[config.mk]
export PLATFORM = sky130hd
export DESIGN_NAME = sdram_burst_engine
export DESIGN_NICKNAME = d
export VERILOG_FILES = /design/src/rtl/sdb_pkg.sv /design/src/rtl/sdb_clk_gate.sv /design/src/rtl/sdb_burst_ctrl.sv /design/src/rtl/sdb_bank_array.sv /design/src/rtl/sdb_read_pipe.sv /design/src/rtl/sdram_burst_engine.sv
export SDC_FILE = /design/constraint.sdc
export NUM_CORES = 2
export LEC_CHECK = 0
export BUFFER_PORTS_ARGS = -buffer_cell sky130_fd_sc_hd__buf_4
export CORE_ASPECT_RATIO = 0.5
export CORE_MARGIN = 3
export CORE_UTILIZATION = 57
export CTS_CLUSTER_DIAMETER = 100
export CTS_CLUSTER_SIZE = 25
export DETAILED_ROUTE_END_ITERATION = 10
export PLACE_DENSITY = 0.73
export SYNTH_ARGS = -nofsm -noshare
export SYNTH_HDL_FRONTEND = slang
export SYNTH_SLANG_ARGS = --single-unit
[constraint.sdc]
create_clock -name clk_i -period 2.8 [get_ports clk_i]
set_clock_uncertainty 0.2 [all_clocks]
set_input_delay 0 -clock clk_i [delete_from_list [all_inputs] [get_ports clk_i]]
set_output_delay 0 -clock clk_i [all_outputs]
set_load 0.01 [all_outputs]
[src/rtl/sdb_pkg.sv]
package sdb_pkg;
  typedef enum logic [1:0] {
    CMD_NOP   = 2'b00,
    CMD_READ  = 2'b01,
    CMD_WRITE = 2'b10,
    CMD_RSVD  = 2'b11
  } cmd_e;
endpackage

[src/rtl/sdb_clk_gate.sv]
module sdb_clk_gate (
  input  logic clk_i,
  input  logic rst_ni,
  input  logic cke_i,
  input  logic busy_i,
  output logic ien_o
);
  // edge k samples cke; edge k+1 is live or dropped
  always_ff @(posedge clk_i or negedge rst_ni) begin
    if (!rst_ni) ien_o <= 1'b1;
    else         ien_o <= cke_i | ~busy_i;
  end

  assert_resume_R10: assert property (@(posedge clk_i) disable iff (!rst_ni)
    cke_i |=> ien_o);
endmodule

[src/rtl/sdb_burst_ctrl.sv]
module sdb_burst_ctrl
  import sdb_pkg::*;
#(
  parameter int BANK_W = 2,
  parameter int COL_W  = 4,
  parameter int BL     = 4
) (
  input  logic              clk_i,
  input  logic              rst_ni,
  input  logic              ien_i,
  input  logic [1:0]        cmd_i,
  input  logic [BANK_W-1:0] bank_i,
  input  logic [COL_W-1:0]  col_i,
  output logic              acc_o,
  output logic              wr_o,
  output logic              start_wr_o,
  output logic              active_o,
  output logic [BANK_W-1:0] bank_o,
  output logic [COL_W-1:0]  col_o
);
  localparam int BLW = $clog2(BL);

  cmd_e              cmd;
  logic              is_rd, is_wr, start;
  logic              act_q, wr_q;
  logic [BANK_W-1:0] bank_q;
  logic [COL_W-1:0]  base_q;
  logic [BLW-1:0]    cnt_q, off;

  assign cmd   = cmd_e'(cmd_i);
  assign is_rd = (cmd == CMD_READ);
  assign is_wr = (cmd == CMD_WRITE);
  assign start = ien_i & (is_rd | is_wr);
  assign off   = base_q[BLW-1:0] + cnt_q;

  always_comb begin
    if (start) begin
      acc_o  = 1'b1;
      wr_o   = is_wr;
      bank_o = bank_i;
      col_o  = col_i;
    end else begin
      acc_o  = ien_i & act_q;
      wr_o   = wr_q;
      bank_o = bank_q;
      col_o  = {base_q[COL_W-1:BLW], off};
    end
  end

  assign start_wr_o = start & is_wr;
  assign active_o   = act_q;

  always_ff @(posedge clk_i or negedge rst_ni) begin
    if (!rst_ni) begin
      act_q  <= 1'b0;
      wr_q   <= 1'b0;
      bank_q <= '0;
      base_q <= '0;
      cnt_q  <= '0;
    end else if (ien_i) begin
      if (start) begin
        act_q  <= 1'b1;
        wr_q   <= is_wr;
        bank_q <= bank_i;
        base_q <= col_i;
        cnt_q  <= BLW'(1);
      end else if (act_q) begin
        cnt_q <= cnt_q + BLW'(1);
        if (cnt_q == BLW'(BL - 1)) act_q <= 1'b0;
      end
    end
  end

  assert_cnt_hold_R9: assert property (@(posedge clk_i) disable iff (!rst_ni)
    !ien_i |=> $stable(cnt_q) && $stable(act_q));
  assert_wrap_block_R5: assert property (@(posedge clk_i) disable iff (!rst_ni)
    (act_q && !start) |-> col_o[COL_W-1:BLW] == base_q[COL_W-1:BLW]);
endmodule

[src/rtl/sdb_bank_array.sv]
module sdb_bank_array #(
  parameter int NBANK = 4,
  parameter int COL_W = 4,
  parameter int DW    = 32
) (
  input  logic                     clk_i,
  input  logic                     rst_ni,
  input  logic                     we_i,
  input  logic [DW/8-1:0]          be_i,
  input  logic [$clog2(NBANK)-1:0] bank_i,
  input  logic [COL_W-1:0]         col_i,
  input  logic [DW-1:0]            wdata_i,
  output logic [DW-1:0]            rdata_o
);
  localparam int DEPTH  = 1 << COL_W;
  localparam int NBYTE  = DW / 8;
  localparam int BANK_W = $clog2(NBANK);

  logic [DW-1:0] bank_rd [NBANK];

  for (genvar b = 0; b < NBANK; b++) begin : g_bank
    logic [DW-1:0] cells [DEPTH];
    logic          sel;
    assign sel = we_i && (bank_i == BANK_W'(b));

    always_ff @(posedge clk_i or negedge rst_ni) begin
      if (!rst_ni) begin
        for (int i = 0; i < DEPTH; i++) cells[i] <= '0;
      end else if (sel) begin
        for (int k = 0; k < NBYTE; k++)
          if (be_i[k]) cells[col_i][8*k +: 8] <= wdata_i[8*k +: 8];
      end
    end

    assign bank_rd[b] = cells[col_i];
  end

  assign rdata_o = bank_rd[bank_i];
endmodule

[src/rtl/sdb_read_pipe.sv]
module sdb_read_pipe #(
  parameter int DW = 32
) (
  input  logic          clk_i,
  input  logic          rst_ni,
  input  logic          ien_i,
  input  logic          rd_i,
  input  logic          flush_i,
  input  logic [DW-1:0] rdata_i,
  output logic          busy_o,
  output logic [DW-1:0] data_o,
  output logic          oe_o
);
  logic          s1_v;
  logic [DW-1:0] s1_d;

  always_ff @(posedge clk_i or negedge rst_ni) begin
    if (!rst_ni) begin
      s1_v   <= 1'b0;
      s1_d   <= '0;
      oe_o   <= 1'b0;
      data_o <= '0;
    end else if (ien_i) begin
      s1_v   <= rd_i;
      s1_d   <= rdata_i;
      oe_o   <= s1_v & ~flush_i;
      data_o <= s1_d;
    end
  end

  assign busy_o = s1_v | oe_o;

  assert_out_hold_R8: assert property (@(posedge clk_i) disable iff (!rst_ni)
    !ien_i |=> $stable(data_o) && $stable(oe_o));
endmodule

[src/rtl/sdram_burst_engine.sv]
module sdram_burst_engine
  import sdb_pkg::*;
#(
  parameter int NBANK = 4,
  parameter int COL_W = 4,
  parameter int DW    = 32,
  parameter int BL    = 4
) (
  input  logic                     clk_i,
  input  logic                     rst_ni,
  input  logic                     cke_i,
  input  logic [1:0]               cmd_i,
  input  logic [$clog2(NBANK)-1:0] bank_i,
  input  logic [COL_W-1:0]         col_i,
  input  logic [DW/8-1:0]          dqm_i,
  input  logic [DW-1:0]            data_i,
  output logic [DW-1:0]            data_o,
  output logic                     data_oe_o
);
  localparam int BANK_W = $clog2(NBANK);

  logic              ien, busy, pipe_busy;
  logic              acc, wr, start_wr, active;
  logic [BANK_W-1:0] acc_bank;
  logic [COL_W-1:0]  acc_col;
  logic [DW-1:0]     rdata;
  logic              we, rd;

  assign busy = active | pipe_busy;
  assign we   = acc & wr;
  assign rd   = acc & ~wr;

  sdb_clk_gate u_gate (
    .clk_i  (clk_i),
    .rst_ni (rst_ni),
    .cke_i  (cke_i),
    .busy_i (busy),
    .ien_o  (ien)
  );

  sdb_burst_ctrl #(.BANK_W(BANK_W), .COL_W(COL_W), .BL(BL)) u_ctrl (
    .clk_i      (clk_i),
    .rst_ni     (rst_ni),
    .ien_i      (ien),
    .cmd_i      (cmd_i),
    .bank_i     (bank_i),
    .col_i      (col_i),
    .acc_o      (acc),
    .wr_o       (wr),
    .start_wr_o (start_wr),
    .active_o   (active),
    .bank_o     (acc_bank),
    .col_o      (acc_col)
  );

  sdb_bank_array #(.NBANK(NBANK), .COL_W(COL_W), .DW(DW)) u_mem (
    .clk_i   (clk_i),
    .rst_ni  (rst_ni),
    .we_i    (we),
    .be_i    (~dqm_i),
    .bank_i  (acc_bank),
    .col_i   (acc_col),
    .wdata_i (data_i),
    .rdata_o (rdata)
  );

  sdb_read_pipe #(.DW(DW)) u_pipe (
    .clk_i   (clk_i),
    .rst_ni  (rst_ni),
    .ien_i   (ien),
    .rd_i    (rd),
    .flush_i (start_wr),
    .rdata_i (rdata),
    .busy_o  (pipe_busy),
    .data_o  (data_o),
    .oe_o    (data_oe_o)
  );

  assert_no_write_susp_R7: assert property (@(posedge clk_i) disable iff (!rst_ni)
    !ien |-> !we);
  assert_susp_entry_R6: assert property (@(posedge clk_i) disable iff (!rst_ni)
    (!cke_i && busy) |=> ##1 ($stable(data_o) && $stable(data_oe_o)));
  assert_write_flush_R11: assert property (@(posedge clk_i) disable iff (!rst_ni)
    (ien && cmd_i == CMD_WRITE) |=> !data_oe_o);
  assert_idle_live_R12: assert property (@(posedge clk_i) disable iff (!rst_ni)
    (!busy && !cke_i) |=> ien);
endmodule

==> flow_summary_export.csv <==
group,metric,value,unit
sta,final.setup.worst_slack,-0.890,ns
floorplanning,die_x,590,um
worst_setup_path,critPathTopFamily,"compound AO/OA/AOI/OAI gates",
worst_setup_path,cp-end-kind,"register",
synth,synth-edff-count,0,
worst_setup_path,slowest_delay,0.66,ns
worst_setup_path,cp-start-kind,"register",
route,drt-initial-drc-count,10100,
cells_and_area,area_growth,22.6,%
route,vias_per_cell,6.78,
sta,rsz0062_at_grt,"true",
synth,ys_seq_area_share,54.7,%
power_and_ir_drop,finalPower,102,mW
floorplanning,rows,106,
job,maxCapViolations,0,
clocking,cts_made_buffers,94,
floorplanning,io_pins,80,
cells_and_area,fillers,11000,
route,wire_per_inst,30.3,um
clocking,htreeDepth,3,
worst_setup_path,worstPathRequired,3.24,ns
sta,slew_viol_final,0,
clocking,root_buffer,"clkbuf_16",
sta,fmax,271,MHz
grt,grt_pass1_wl,484,mm
floorplanning,initial_core_util,57.8,%
floorplanning,die_h,298,um
sta,report.final.hold_viol_count,0,
worst_setup_path,path_max_fanout,9,
synth,synth.avg_cell_area,12.3,um2
power_and_ir_drop,power_density,852,nW/um2
hold_path,hp-class,"input pin to register",
grt,grt_use_total,36.4,%
synth,ys_ff_latch,2125,
route,drc,0,
place,place_hpwl,214,mm
place,placedCellCount,10800,
route,num_vias,75800,
worst_setup_path,crit_type,"register to register",
synth,async_flop_share,100,%
place,io_buffers,79,
power_and_ir_drop,ir_drop,0.808,mV
floorplanning,core_area,168000,um2
sta,fin_setup_tns,-956.85,ns
synth,syn_inst,7892,
power_and_ir_drop,power_frac_comb,47.9,%
sta,setup_viol,2082,
route,dr.pass1.iters,8,
clocking,clockBufferDepth,3,
worst_setup_path,crit_chain,"buf_12, nand2b_4, buf_6, buf_12, buf_8, a31oi_4, nand2b_4, buf_4, o32ai_1, o21ai_1, nand4_1, o32a_1",
sta,worst_pin_slew,1.13,ns
clocking,worstSkewPairLatency,0.79,ns
power_and_ir_drop,p_clk_share,15.8,%
sta,slew_headroom,24.4,%
cells_and_area,instances_no_fill,11200,
run_status,violations,"setup timing",
worst_setup_path,arrival,4.13,ns
grt,grt_pass1_vias,73900,
synth,synthFlopType,"dfrtp_1",
clocking,clk_pin_slew,0.11,ns
power_and_ir_drop,swShare,39.7,%
synth,synth_fp_nets,7942,
floorplanning,die_area,176000,um2
clocking,clock_sinks,2125,
cells_and_area,utilization,70.8,%
synth,syn_area,97300,um2
synth,yosysWarningCount,0,
sta,period_share,132,%
worst_setup_path,cp_slowest_cell,"dfstp_4",
grt,grt_max_degree,137,
synth,ys_types,87,
place,dp_worst_setup_slack,-1.20,ns
sta,min_period,3.69,ns
route,routed_wl,339,mm
clocking,cts_tree,"built",
power_and_ir_drop,intPower,61.3,mW
grt,antenna_found_initial,36,
power_and_ir_drop,p_switching,40.3,mW
power_and_ir_drop,p_leak,57.3,nW
run_status,status,"finished, violations left",
worst_setup_path,path_buf_inv,5,
route,final_antenna_net_count,0,
place,gp_congestion,0.923,
power_and_ir_drop,seqPwrFrac,36.3,%
cells_and_area,drive_gt1_share,47.1,%
cells_and_area,layout.nets,8946,
grt,grt.overflow.total,0,
## cells in the final DEF, fill, tap and decap left out, types with 38 or more instances in the layout
master            n
dfrtp_1        2124
nor3_1           50
a21oi_1         144
mux2_4           53
o211ai_1         41
mux4_2           80
nand2_2          59
o21ai_0         160
buf_8            40
mux2i_1          85
o221ai_1         41
buf_12          237
nor2_1          121
clkbuf_16       116
buf_6           125
nand2_1         982
nand3_1         339
dlygate4sd3_1    57
a31oi_1         137
buf_4          1017
mux2_2         2026
and3_1           38
## power by group through the flow
stage	Combinational [mW]	Sequential [mW]	Clock [mW]
final	48.6	36.9	16.1
after global routing	49.7	37.1	17.1
after CTS	41.6	36.6	16.1
after detailed placement	37.4	37.2	0
after global placement	36.9	37.0	0
after floorplan	17.4	36.2	0
## cells by family (layout without fill, tap and decap cells)
group	count (synthesis)	after routing	synth area share, %
buf+inv	640	1650	2.83
simple gates	1797	1797	8.03
other cells	0	17	0
fa+ha+maj	3	3	0.0386
mux	2272	2272	27.1
flops	2125	2125	54.7
compound gates	1054	1054	7.30
xor+xnor	1	1	0.0257
## timing repair
action                                  CTS  global route
resized for setup                       343           581
gates cloned                             11            19
setup buffers                            97           135
pin swaps                                81           169
setup endpoints to repair              2080          2080
endpoints found under the hold margin  4186             0
hold buffers                             58             0
## worst reg2reg max path, stage by stage (launching register included)
cell and delay, ns:
dfstp_4 0.66, buf_12 0.12, nand2b_4 0.10, buf_6 0.15, buf_12 0.12, buf_8 0.14
a31oi_4 0.28, nand2b_4 0.29, buf_4 0.32, o32ai_1 0.16, o21ai_1 0.18, nand4_1 0.41
o32a_1 0.45
## layer usage
layer / up-vias / part of all wire [%] / global-route usage [%]
met5: - / 0.064 / 0
met4: 26 / 5.2 / 14.1
met3: 1078 / 12 / 10.3
met2: 4783 / 43 / 53.7
met1: 39300 / 39 / 51.3
li1: 30700 / - / -
## cells in the mapped netlist, types with 56 or more instances
| cell type | number | area [um2] |
|---|---|---|
| buf_2 | 190 | 951 |
| mux2i_1 | 95 | 951 |
| mux2_2 | 2074 | 23400 |
| nand3_1 | 381 | 1910 |
| nor2_1 | 151 | 567 |
| clkbuf_1 | 330 | 1240 |
| nand2_1 | 1019 | 3820 |
| buf_1 | 69 | 259 |
| dfrtp_1 | 2124 | 53200 |
| mux4_2 | 80 | 1800 |
| a21oi_1 | 183 | 916 |
| o21ai_0 | 203 | 1020 |
| nor3_1 | 75 | 375 |
| a31oi_1 | 171 | 1070 |
| o221ai_1 | 56 | 490 |
## final timing paths
check | depth (start not counted) | slack (ns) | from | endpoint
worst min register to register | 1 | 0.31 | u_mem.g_bank[2].cells[380]$_DFFE_PN0P_ | u_mem.g_bank[2].cells[380]$_DFFE_PN0P_
worst min-delay path | 5 | 0.1 | cmd_i[1] | u_ctrl.base_q[1]$_DFFE_PN0P_
min in group asynchronous | 4 | 0.46 | rst_ni | u_mem.g_bank[1].cells[139]$_DFFE_PN0P_
worst max-delay path | 12 | -0.89 | u_gate.ien_o$_DFF_PN1_ | u_pipe.s1_d[31]$_DFFE_PN0P_
worst max register to register | 12 | -0.89 | u_gate.ien_o$_DFF_PN1_ | u_pipe.s1_d[31]$_DFFE_PN0P_
max in group asynchronous | 5 | 1.09 | rst_ni | u_mem.g_bank[3].cells[418]$_DFFE_PN0P_
## metrics by stage
stage | hold WS [ns] | cell area, um2
detailed placement | -0.222 | 109000
global placement | -0.226 | 109000
floorplan | -0.496 | 97400
finish | 0.0955 | 119000
CTS | 0.00114 | 115000
global route | 0.0911 | 119000
## flip-flops by register name, indices dropped and copies added (netlist names)
signal,cells
u_ctrl.base_q,4
u_pipe.s1_v,1
u_pipe.data_o,32
u_mem.g_bank.cells,2048
u_gate.ien_o,1
u_ctrl.bank_q,2
u_ctrl.active_o,1
u_ctrl.cnt_q,2
u_pipe.s1_d,32
u_ctrl.wr_q,1
u_pipe.oe_o,1
## area by class of cell
class,count,area (um2),area share (%)
Sequential cell,2125,53200,44.6
Multi-Input combinational cell,5127,44400,37.3
Clock buffer,98,2430,2.04
Timing Repair inverter,2,25.0,0.0210
Tap cell,2268,2840,2.38
Timing Repair Buffer,1518,16100,13.5
Inverter,28,125,0.105
Clock inverter,4,35.0,0.0294
Antenna cell,17,42.5,0.0357
Power figures use the tool's default switching activity.
